===== src/rtl/bpm_pkg.sv =====
package bpm_pkg;

    typedef enum logic [1:0] {
        PH_IDLE = 2'd0,
        PH_LOAD = 2'd1,
        PH_RUN  = 2'd2,
        PH_FIN  = 2'd3
    } phase_t;

    localparam int DEF_LANES = 16;
    localparam int DEF_XBITS = 8;
    localparam int DEF_WBITS = 8;

    function automatic int acc_width(input int lanes, input int xb, input int wb);
        return xb + wb + $clog2(lanes + 1);
    endfunction

    function automatic int sel_width(input int n);
        return (n > 1) ? $clog2(n) : 1;
    endfunction

endpackage


===== src/rtl/bpm_plane_store.sv =====
module bpm_plane_store #(
    parameter int LANES = 16,
    parameter int BITS  = 8,
    localparam int IDX_W  = bpm_pkg::sel_width(LANES),
    localparam int PREC_W = $clog2(BITS + 1),
    localparam int SEL_W  = bpm_pkg::sel_width(BITS)
) (
    input  logic              clk,
    input  logic              rst,
    input  logic              clr,
    input  logic              wr_en,
    input  logic [IDX_W-1:0]  wr_idx,
    input  logic [PREC_W-1:0] prec,
    input  logic [BITS-1:0]   wr_val,
    input  logic [SEL_W-1:0]  rd_sel,
    output logic [LANES-1:0]  rd_plane
);
    logic [LANES-1:0] plane [BITS];
    logic [BITS-1:0]  keep;

    always_comb begin
        for (int i = 0; i < BITS; i++) begin
            keep[i] = (PREC_W'(i) < prec);
        end
    end

    for (genvar b = 0; b < BITS; b++) begin : g_row
        always_ff @(posedge clk) begin
            if (rst || clr) begin
                plane[b] <= '0;
            end else if (wr_en) begin
                plane[b][wr_idx] <= wr_val[b] & keep[b];
            end
        end
    end

    assign rd_plane = plane[rd_sel];

endmodule


===== src/rtl/bpm_pair_seq.sv =====
module bpm_pair_seq #(
    parameter int XBITS = 8,
    parameter int WBITS = 8,
    localparam int PX_W = $clog2(XBITS + 1),
    localparam int PW_W = $clog2(WBITS + 1),
    localparam int SX_W = bpm_pkg::sel_width(XBITS),
    localparam int SW_W = bpm_pkg::sel_width(WBITS)
) (
    input  logic            clk,
    input  logic            rst,
    input  logic            clr,
    input  logic            step,
    input  logic [PX_W-1:0] xprec,
    input  logic [PW_W-1:0] wprec,
    output logic [SX_W-1:0] xsel,
    output logic [SW_W-1:0] wsel,
    output logic            last
);
    logic x_top;
    logic w_top;

    assign x_top = (PX_W'(xsel) == xprec - PX_W'(1));
    assign w_top = (PW_W'(wsel) == wprec - PW_W'(1));
    assign last  = x_top && w_top;

    always_ff @(posedge clk) begin
        if (rst || clr) begin
            xsel <= '0;
            wsel <= '0;
        end else if (step) begin
            if (x_top) begin
                xsel <= '0;
                wsel <= w_top ? '0 : wsel + SW_W'(1);
            end else begin
                xsel <= xsel + SX_W'(1);
            end
        end
    end


    xsel_in_range_chk: assert property (@(posedge clk) disable iff (rst)
        step |-> (PX_W'(xsel) < xprec));


    weight_outer_chk: assert property (@(posedge clk) disable iff (rst)
        (step && !x_top) |=> $stable(wsel));

endmodule


===== src/rtl/bpm_accum.sv =====
module bpm_accum #(
    parameter int LANES = 16,
    parameter int XBITS = 8,
    parameter int WBITS = 8,
    localparam int ACC_W = bpm_pkg::acc_width(LANES, XBITS, WBITS),
    localparam int CNT_W = $clog2(LANES + 1),
    localparam int SX_W  = bpm_pkg::sel_width(XBITS),
    localparam int SW_W  = bpm_pkg::sel_width(WBITS),
    localparam int SH_W  = $clog2(XBITS + WBITS)
) (
    input  logic             clk,
    input  logic             rst,
    input  logic             clr,
    input  logic             en,
    input  logic [LANES-1:0] xplane,
    input  logic [LANES-1:0] wplane,
    input  logic [SX_W-1:0]  xsel,
    input  logic [SW_W-1:0]  wsel,
    output logic [ACC_W-1:0] acc
);
    logic [LANES-1:0] both;
    logic [CNT_W-1:0] ones;
    logic [SH_W-1:0]  sh;
    logic [ACC_W-1:0] term;

    assign both = xplane & wplane;

    always_comb begin
        ones = '0;
        for (int i = 0; i < LANES; i++) begin
            ones = ones + CNT_W'(both[i]);
        end
    end

    assign sh   = SH_W'(xsel) + SH_W'(wsel);
    assign term = ACC_W'(ones) << sh;

    always_ff @(posedge clk) begin
        if (rst || clr) begin
            acc <= '0;
        end else if (en) begin
            acc <= acc + term;
        end
    end


    no_overflow_chk: assert property (@(posedge clk) disable iff (rst)
        en |=> (acc >= $past(acc)));

endmodule


===== src/rtl/bitplane_mac.sv =====
module bitplane_mac #(
    parameter int LANES = bpm_pkg::DEF_LANES,
    parameter int XBITS = bpm_pkg::DEF_XBITS,
    parameter int WBITS = bpm_pkg::DEF_WBITS,
    localparam int LEN_W = $clog2(LANES + 1),
    localparam int IDX_W = bpm_pkg::sel_width(LANES),
    localparam int PX_W  = $clog2(XBITS + 1),
    localparam int PW_W  = $clog2(WBITS + 1),
    localparam int SX_W  = bpm_pkg::sel_width(XBITS),
    localparam int SW_W  = bpm_pkg::sel_width(WBITS),
    localparam int ACC_W = bpm_pkg::acc_width(LANES, XBITS, WBITS),
    localparam int RC_W  = $clog2(XBITS * WBITS + 1)
) (
    input  logic             clk,
    input  logic             rst,
    input  logic             start,
    input  logic [LEN_W-1:0] len,
    input  logic [PX_W-1:0]  xprec,
    input  logic [PW_W-1:0]  wprec,
    input  logic             in_valid,
    input  logic [XBITS-1:0] in_x,
    input  logic [WBITS-1:0] in_w,
    output logic             in_ready,
    output logic             done,
    output logic [ACC_W-1:0] result
);
    import bpm_pkg::*;

    phase_t           phase;
    logic [LEN_W-1:0] len_q;
    logic [PX_W-1:0]  xprec_q;
    logic [PW_W-1:0]  wprec_q;
    logic [LEN_W-1:0] idx;

    logic [LEN_W-1:0] len_fix;
    logic [PX_W-1:0]  xprec_fix;
    logic [PW_W-1:0]  wprec_fix;

    logic accept;
    logic take;
    logic running;
    logic last;

    logic [LANES-1:0] xplane;
    logic [LANES-1:0] wplane;
    logic [SX_W-1:0]  xsel;
    logic [SW_W-1:0]  wsel;

    always_comb begin
        if (len == '0)                      len_fix = LEN_W'(1);
        else if (len > LEN_W'(LANES))       len_fix = LEN_W'(LANES);
        else                                len_fix = len;
        if (xprec == '0)                    xprec_fix = PX_W'(1);
        else if (xprec > PX_W'(XBITS))      xprec_fix = PX_W'(XBITS);
        else                                xprec_fix = xprec;
        if (wprec == '0)                    wprec_fix = PW_W'(1);
        else if (wprec > PW_W'(WBITS))      wprec_fix = PW_W'(WBITS);
        else                                wprec_fix = wprec;
    end

    assign accept   = (phase == PH_IDLE) && start;
    assign take     = (phase == PH_LOAD) && in_valid;
    assign running  = (phase == PH_RUN);
    assign in_ready = (phase == PH_LOAD);
    assign done     = (phase == PH_FIN);

    always_ff @(posedge clk) begin
        if (rst) begin
            phase   <= PH_IDLE;
            len_q   <= LEN_W'(1);
            xprec_q <= PX_W'(1);
            wprec_q <= PW_W'(1);
            idx     <= '0;
        end else begin
            unique case (phase)
                PH_IDLE: begin
                    if (start) begin
                        phase   <= PH_LOAD;
                        len_q   <= len_fix;
                        xprec_q <= xprec_fix;
                        wprec_q <= wprec_fix;
                        idx     <= '0;
                    end
                end
                PH_LOAD: begin
                    if (in_valid) begin
                        idx <= idx + LEN_W'(1);
                        if (idx == len_q - LEN_W'(1)) phase <= PH_RUN;
                    end
                end
                PH_RUN: begin
                    if (last) phase <= PH_FIN;
                end
                default: phase <= PH_IDLE;
            endcase
        end
    end

    bpm_plane_store #(.LANES(LANES), .BITS(XBITS)) u_xstore (
        .clk(clk), .rst(rst), .clr(accept), .wr_en(take),
        .wr_idx(idx[IDX_W-1:0]), .prec(xprec_q), .wr_val(in_x),
        .rd_sel(xsel), .rd_plane(xplane)
    );

    bpm_plane_store #(.LANES(LANES), .BITS(WBITS)) u_wstore (
        .clk(clk), .rst(rst), .clr(accept), .wr_en(take),
        .wr_idx(idx[IDX_W-1:0]), .prec(wprec_q), .wr_val(in_w),
        .rd_sel(wsel), .rd_plane(wplane)
    );

    bpm_pair_seq #(.XBITS(XBITS), .WBITS(WBITS)) u_seq (
        .clk(clk), .rst(rst), .clr(accept), .step(running),
        .xprec(xprec_q), .wprec(wprec_q),
        .xsel(xsel), .wsel(wsel), .last(last)
    );

    bpm_accum #(.LANES(LANES), .XBITS(XBITS), .WBITS(WBITS)) u_acc (
        .clk(clk), .rst(rst), .clr(accept), .en(running),
        .xplane(xplane), .wplane(wplane), .xsel(xsel), .wsel(wsel),
        .acc(result)
    );

    logic [RC_W-1:0] run_cnt;

    always_ff @(posedge clk) begin
        if (rst || accept) run_cnt <= '0;
        else if (running)  run_cnt <= run_cnt + RC_W'(1);
    end


    pair_count_chk: assert property (@(posedge clk) disable iff (rst)
        done |-> (run_cnt == RC_W'(xprec_q) * RC_W'(wprec_q)));


    done_pulse_chk: assert property (@(posedge clk) disable iff (rst)
        done |=> !done);


    result_hold_chk: assert property (@(posedge clk) disable iff (rst)
        (phase == PH_IDLE && !start) |=> $stable(result));


    load_bound_chk: assert property (@(posedge clk) disable iff (rst)
        (in_ready && in_valid) |-> (idx < len_q));


    no_restart_chk: assert property (@(posedge clk) disable iff (rst)
        running |=> (phase == PH_RUN || phase == PH_FIN));

endmodule


===== config.mk =====
export PLATFORM = sky130hd
export DESIGN_NAME = bitplane_mac
export DESIGN_NICKNAME = d
export VERILOG_FILES = /design/src/rtl/bpm_pkg.sv /design/src/rtl/bpm_plane_store.sv /design/src/rtl/bpm_pair_seq.sv /design/src/rtl/bpm_accum.sv /design/src/rtl/bitplane_mac.sv
export SDC_FILE = /design/constraint.sdc
export NUM_CORES = 1
export LEC_CHECK = 0
export BUFFER_PORTS_ARGS = -buffer_cell sky130_fd_sc_hd__buf_4
export CAP_MARGIN = 30
export CORE_MARGIN = 4
export CORE_UTILIZATION = 23
export DETAILED_ROUTE_END_ITERATION = 16
export GPL_TIMING_DRIVEN = 0
export PLACE_DENSITY = 0.48
export REMOVE_ABC_BUFFERS = 1
export SETUP_SLACK_MARGIN = 0.3
export SYNTH_ARGS = -nofsm -noshare
export SYNTH_HDL_FRONTEND = slang
export SYNTH_SLANG_ARGS = --single-unit

===== constraint.sdc =====
create_clock -name clk -period 8.2 [get_ports clk]
set_input_delay 0.82 -clock clk [delete_from_list [all_inputs] [get_ports clk]]
set_output_delay 0.82 -clock clk [all_outputs]
set_load 0.02 [all_outputs]

==> results of run 1 <==
## metal layers
layer | global-route usage | vias to the layer above | share of wire
met5 | 0 | - | 0
met4 | 0.0318 | 0 | 0.023
met3 | 0.0136 | 49 | 0.047
met2 | 0.188 | 240 | 0.49
met1 | 0.151 | 5007 | 0.44
li1 | - | 4680 | -
## kinds of logic after synthesis
| kind of cell | synth area share |
|---|---|
| mux | 0.118 |
| buf+inv | 0.0312 |
| fa+ha+maj | 0.0526 |
| simple gates | 0.140 |
| compound gates | 0.0661 |
| xor+xnor | 0.0183 |
| flops | 0.573 |
## timing repair
action | in CTS | in global routing
buffers inserted | 1 | 7
resized for setup | 2 | 3
endpoints found under the setup margin | 7 | 12
## final cells by class
| cell class | instances | area (um^2) | area share |
|---|---|---|---|
| repair buffers | 84 | 980 | 0.0543 |
| well taps | 864 | 1080 | 0.0599 |
| flip-flops and latches | 309 | 8760 | 0.485 |
| inverters | 33 | 124 | 0.00686 |
| clock inverters | 12 | 97.6 | 0.00541 |
| multi-input cells | 846 | 6110 | 0.339 |
| clock buffers | 42 | 902 | 0.0500 |
## where the power goes
part	switching, mW	total (mW)	internal, mW	leakage (nW)
Sequential	0.0755	2.03	1.95	3.20
Clock	0.605	1.41	0.809	0.484
Combinational	0.561	0.903	0.342	2.60
Total	1.24	4.35	3.10	6.29
## cells in the final DEF, fill, tap and decap left out, types with 8 or more instances in the layout
| cell type | count |
|---|---|
| mux2_2 | 12 |
| buf_4 | 61 |
| a21oi_1 | 45 |
| nand3_1 | 29 |
| fa_1 | 12 |
| o211ai_1 | 16 |
| nor3b_1 | 9 |
| clkbuf_16 | 35 |
| dfxtp_1 | 48 |
| edfxtp_1 | 256 |
| nand2_1 | 80 |
| o22ai_1 | 12 |
| clkinv_1 | 8 |
| o21ai_0 | 15 |
| buf_16 | 12 |
| xor2_1 | 13 |
| nor3_1 | 20 |
| nor2_1 | 317 |
| a21o_1 | 15 |
| mux2i_1 | 23 |
| nand2b_1 | 11 |
| mux4_2 | 64 |
| ha_1 | 45 |
| inv_1 | 33 |
| xnor2_1 | 17 |
## registers in the layout (all words and copies together), names as in the netlist, named ones only
name	count
len_q	5
u_xstore.plane	128
u_seq.wsel	3
u_seq.xsel	3
phase	2
wprec_q	4
u_acc.acc	21
xprec_q	4
u_wstore.plane	128
idx	5
## worst paths after layout
kind	to	slack (ns)
worst min register to register	len_q[4]$_SDFFE_PP0P_	0.47
worst min-delay path	len_q[4]$_SDFFE_PP0P_	0.47
worst max register to register	u_acc.acc[19]$_SDFFE_PP0P_	0.74
worst max-delay path	u_acc.acc[19]$_SDFFE_PP0P_	0.74
## metrics by stage
| stage | setup TNS (ns) | hold slack, ns | power, mW | util | area, um^2 |
|---|---|---|---|---|---|
| floorplan | 0 | 0.442 | 2.60 | - | 14900 |
| CTS | 0 | 0.468 | 4.41 | 0.274 | 18000 |
| global placement | -16.96 | 0.457 | 2.88 | 0.249 | 16400 |
| detailed placement | 0 | 0.461 | 2.98 | 0.258 | 17000 |
| finish | 0 | 0.470 | 4.35 | 0.275 | 18100 |
| global route | 0 | 0.513 | 4.57 | 0.275 | 18100 |
## worst reg2reg max path, cell delays in order, from the launching register on
cell       delay (ns)
dfxtp_4          0.38
buf_12           0.20
mux4_2           0.54
mux2i_1          0.19
nor2_1           0.07
ha_1             0.29
inv_1            0.06
fa_1             0.52
fa_1             0.55
fa_1             0.55
inv_1            0.08
fa_1             0.53
fa_1             0.46
a21o_1           0.17
a21oi_1          0.18
xor2_1           0.20
mux2i_1          0.12
o21ai_1          0.31
o22ai_1          0.16
ha_1             0.44
nand2_1          0.12
o21ai_1          0.36
a21bo_2          0.26
o21ai_1          0.12
a2111oi_0        0.42
nand3b_1         0.15
==> summary.md, run 1 <==
| Metric | Value |
|---|---|
| Most frequent cells after synthesis | `317 x nor2_1, 256 x edfxtp_1, 80 x nand2_1, 64 x mux4_2, 53 x dfxtp_1` |
| Largest cells by area after synthesis | `edfxtp_1 50%, mux4_2 9.4%, nor2_1 7.8%` |
| Maximum vdd drop | `136 uV` |
| Worst path required time | `8.66 ns` |
| Synth unique cells | `59` |
| CTS sink count | `309` |
| Routed length per instance | `18.1 um` |
| Layout area overhead | `18.3%` |
| # IOs | `56` |
| CTS Hold Buffers Added | `0` |
| Endpoint class of the critical path | `flip-flop` |
| Reg clk slew, reported paths | `0.06 ns` |
| Fill cells | `6746` |
| CP delay by family, top | `adder cells` |
| Hold path cells | `2` |
| Worst-Skew Late Latency | `0.52 ns` |
| Hold Path Origin | `len_q[4]$_SDFFE_PP0P_` |
| Worst path buffer plus inverter count | `3` |
| Post-Syn Area | `15300 um^2` |
| Outcome | `finished clean` |
| Die Area | `70500 um^2` |
| Final setup vio count | `0` |
| Final #Nets | `1398` |
| Row count | `94` |
| Yosys top cell by area | `edfxtp_1` |
| Worst Reg-to-Reg Cells | `25` |
| Final wirelength | `39.7 mm` |
| Final hold viol count | `0` |
| First-pass GRT wire length | `60.4 mm` |
| Post-synth EDFFs | `256` |
| DR vias | `9976` |
| Worst hold path type | `reg -> reg` |
| Yosys top cell area share | `0.504` |
| F_max | `0.134 GHz` |
| DRC | `0` |
| Pwr Density | `241 nW/um^2` |
| Dominant synthesized flop cell | `edfxtp_1` |
| Worst EP arrival | `7.92 ns` |
| Slowest cell on the critical path | `fa_1` |
| Warnings from Yosys | `0` |
| Startpoint Class | `flip-flop` |
| Max Cap Viol | `0` |
| Crit path depth | `25` |
| CTS tree | `yes` |
| Most common cell in the netlist | `nor2_1` |
| Largest net degree at the start of global routing | `31` |
| Vias in the first global route | `9864` |
| Initial DRT Pass Iterations | `5` |
| Minimum clock period | `7.46 ns` |
| Htree depth | `2` |
| Cell mode on critical path | `fa_1` |
| Die width | `266 um` |
| CTS Buffer Depth | `3` |
| Skew final | `0.0207 ns` |
| Core Box Area | `65700 um^2` |
| Layout Cells excl Fill | `2190` |
| Final HPWL DP | `26.4 mm` |
| Cells after DPL | `2128` |
| Die span in y | `266 um` |
| Mean Syn Cell Area | `12.0 um^2` |
| Starting DRC count in detailed routing | `738` |
| Clk root buf | `clkbuf_16` |
| Cells after Synth | `1270` |
| Final antenna-violating net count | `0` |
| Routed vias/inst | `4.56` |
| GRT Total Usage | `0.111` |
| Slew margin rel. | `0.369` |
| Antenna diodes | `0` |
| Post-Place Setup Slack | `0.113 ns` |
| Total CTS buffers | `34` |
| Antenna violations before repair | `0` |
| GPL Wtd Cong | `0.821` |
| Port bufs | `55` |
| RSZ-0062 raised after global routing | `no` |
| Total gr overflow | `0` |
| FFs w/ async S/R, synth | `0` |
| Share of layout cells above drive strength 1 | `0.170` |
| Worst-margin pin slew | `0.943 ns` |
| Final worst-path cycle share | `0.910` |
| Starting Density | `0.232` |
| Setup Crit Path Kind | `reg -> reg` |
| Yosys reg bits | `309` |
| Seq/Total Area, Yosys | `0.573` |
| Slowest stage delay, CP | `0.55 ns` |
| Worst setup margin | `0.737 ns` |
| Final Max Tran Viols | `0` |
| Worst-path fanout max | `16` |
| LEAKAGE | `6.29 nW` |
Note: power is estimated with default switching activity, not from simulation.
==> run 2: changes to the inputs <==
Settings changed: PLACE_DENSITY 0.48 to not set.
==> summary.md, run 2 (synthesized netlist as in run 1, its figures left out) <==
| Metric | Value |
|---|---|
| Final worst-path cycle share | `0.912` |
| Worst-path fanout max | `24` |
| RSZ-0062 raised after global routing | `no` |
| Port bufs | `55` |
| Cells after DPL | `2127` |
| Die Area | `70500 um^2` |
| Outcome | `finished clean` |
| Clk root buf | `clkbuf_16` |
| Endpoint class of the critical path | `flip-flop` |
| Worst hold slack | `0.467 ns` |
| Total CTS buffers | `30` |
| Worst hold path type | `reg -> reg` |
| Worst path required time | `8.71 ns` |
| LEAKAGE | `6.26 nW` |
| Worst-Skew Late Latency | `0.57 ns` |
| CTS sink count | `309` |
| GPL Wtd Cong | `0.842` |
| Final #Nets | `1391` |
| Worst EP arrival | `7.99 ns` |
| CTS tree | `yes` |
| Routed length per instance | `16.7 um` |
| Starting DRC count in detailed routing | `761` |
| Reg-to-reg slack, setup | `0.72 ns` |
| Die width | `266 um` |
| F_max | `0.134 GHz` |
| Worst-margin pin slew | `0.999 ns` |
| Final wirelength | `36.5 mm` |
| Antenna violations before repair | `0` |
| FF-to-FF End | `u_acc.acc[19]$_SDFFE_PP0P_` |
| Total gr overflow | `0` |
| Final HPWL DP | `25.1 mm` |
| Final hold viol count | `0` |
| Maximum vdd drop | `146 uV` |
| Post-Place Setup Slack | `0.0890 ns` |
| Die span in y | `266 um` |
| GRT Total Usage | `0.100` |
| Startpoint Class | `flip-flop` |
| Routed vias/inst | `4.57` |
| Final setup vio count | `0` |
| Final antenna-violating net count | `0` |
| Starting Density | `0.232` |
| Crit path capture | `u_acc.acc[19]$_SDFFE_PP0P_` |
| Pwr Density | `241 nW/um^2` |
| Share of layout cells above drive strength 1 | `0.175` |
| CTS Hold Buffers Added | `0` |
| Most common cell after layout, fill and taps aside | `nor2_1` |
| Pwr Total | `4.34 mW` |
| CTS Buffer Depth | `3` |
| DR vias | `10.0k` |
| Largest net degree at the start of global routing | `27` |
| Final Core Density | `0.273` |
| First-pass GRT wire length | `56.5 mm` |
| Final TNS setup | `0 ns` |
| Reg clk slew, reported paths | `0.07 ns` |
| Final instance area | `18000 um^2` |
| Core Box Area | `65700 um^2` |
| Worst setup margin | `0.719 ns` |
| Most frequent cells in the layout | `317 x nor2_1, 256 x edfxtp_1, 80 x nand2_1` |
| Setup Crit Path Kind | `reg -> reg` |
| Initial DRT Pass Iterations | `5` |
| Minimum clock period | `7.48 ns` |
| Placed cell area | `16900 um^2` |
| Row count | `94` |
| DRC | `0` |
| # IOs | `56` |
| Skew final | `0.0123 ns` |
| Layout Cells excl Fill | `2189` |
| Vias in the first global route | `9800` |
| Slew margin rel. | `0.332` |
| Biggest regs | `u_wstore.plane: 128 flops, u_xstore.plane: 128 flops, u_acc.acc: 21 flops` |
| Layout area overhead | `17.8%` |
| Worst Reg-to-Reg Cells | `26` |
| Antenna diodes | `0` |
| Max Cap Viol | `0` |
| Final Max Tran Viols | `0` |
| Htree depth | `1` |
## run 2: final cells by class
type / count / area, um^2
tap: 864 / 1080
fill: 6711 / 47800
timing repair buffer: 81 / 898
multi-input combinational: 846 / 6110
inverter: 33 / 124
sequential: 309 / 8760
clock inverter: 15 / 173
clock buffer: 41 / 828
## run 2: what timing repair did
action / 4_1_cts / 5_1_grt
endpoints found under the setup margin: 8 / 11
gates resized for setup: 3 / 6
pin swaps: 0 / 0
setup buffers: 0 / 6
gates cloned: 0 / 0
## run 2: routing by layer
metal	global-route usage	vias up	part of all wire	wire length (um)
li1	-	4657	-	-
met1	0.132	4996	0.42	15200
met2	0.177	309	0.51	18500
met3	0.00916	48	0.055	2000
met4	0.0280	0	0.022	814
met5	0	-	0	0
## run 2: worst min path at each step
stage,startpoint,end,cells past startpoint
5_1_grt,wprec[3],wprec_q[0]$_SDFFE_PP1P_,2
4_1_cts,xprec[3],xprec_q[0]$_SDFFE_PP1P_,2
2_1_floorplan,len_q[4]$_SDFFE_PP0P_,len_q[4]$_SDFFE_PP0P_,2
3_3_place_gp,len_q[4]$_SDFFE_PP0P_,len_q[4]$_SDFFE_PP0P_,2
3_5_place_dp,len_q[4]$_SDFFE_PP0P_,len_q[4]$_SDFFE_PP0P_,2
6_report,len_q[4]$_SDFFE_PP0P_,len_q[4]$_SDFFE_PP0P_,2
## run 2: power breakdown
group	switching [mW]	leakage (nW)	internal, mW
logic	0.553	2.56	0.331
registers	0.0758	3.20	1.95
clock network	0.592	0.496	0.830
## run 2: critical path: stages (launching register included)
cell and delay (ns):
dfxtp_2 0.55, buf_12 0.24, mux4_2 0.33, mux2i_1 0.18, nor2_1 0.07, ha_1 0.27
inv_1 0.05, fa_1 0.51, fa_1 0.53, fa_1 0.55, inv_1 0.08, fa_1 0.53
fa_1 0.46, inv_1 0.08, fa_1 0.20, nor2b_1 0.06, o21ai_0 0.23, mux2i_1 0.14
o21ai_1 0.39, o22ai_1 0.19, ha_1 0.41, nand2_1 0.11, o21ai_1 0.35, a21bo_2 0.25
o21ai_1 0.10, a2111oi_0 0.39, nand3b_1 0.16
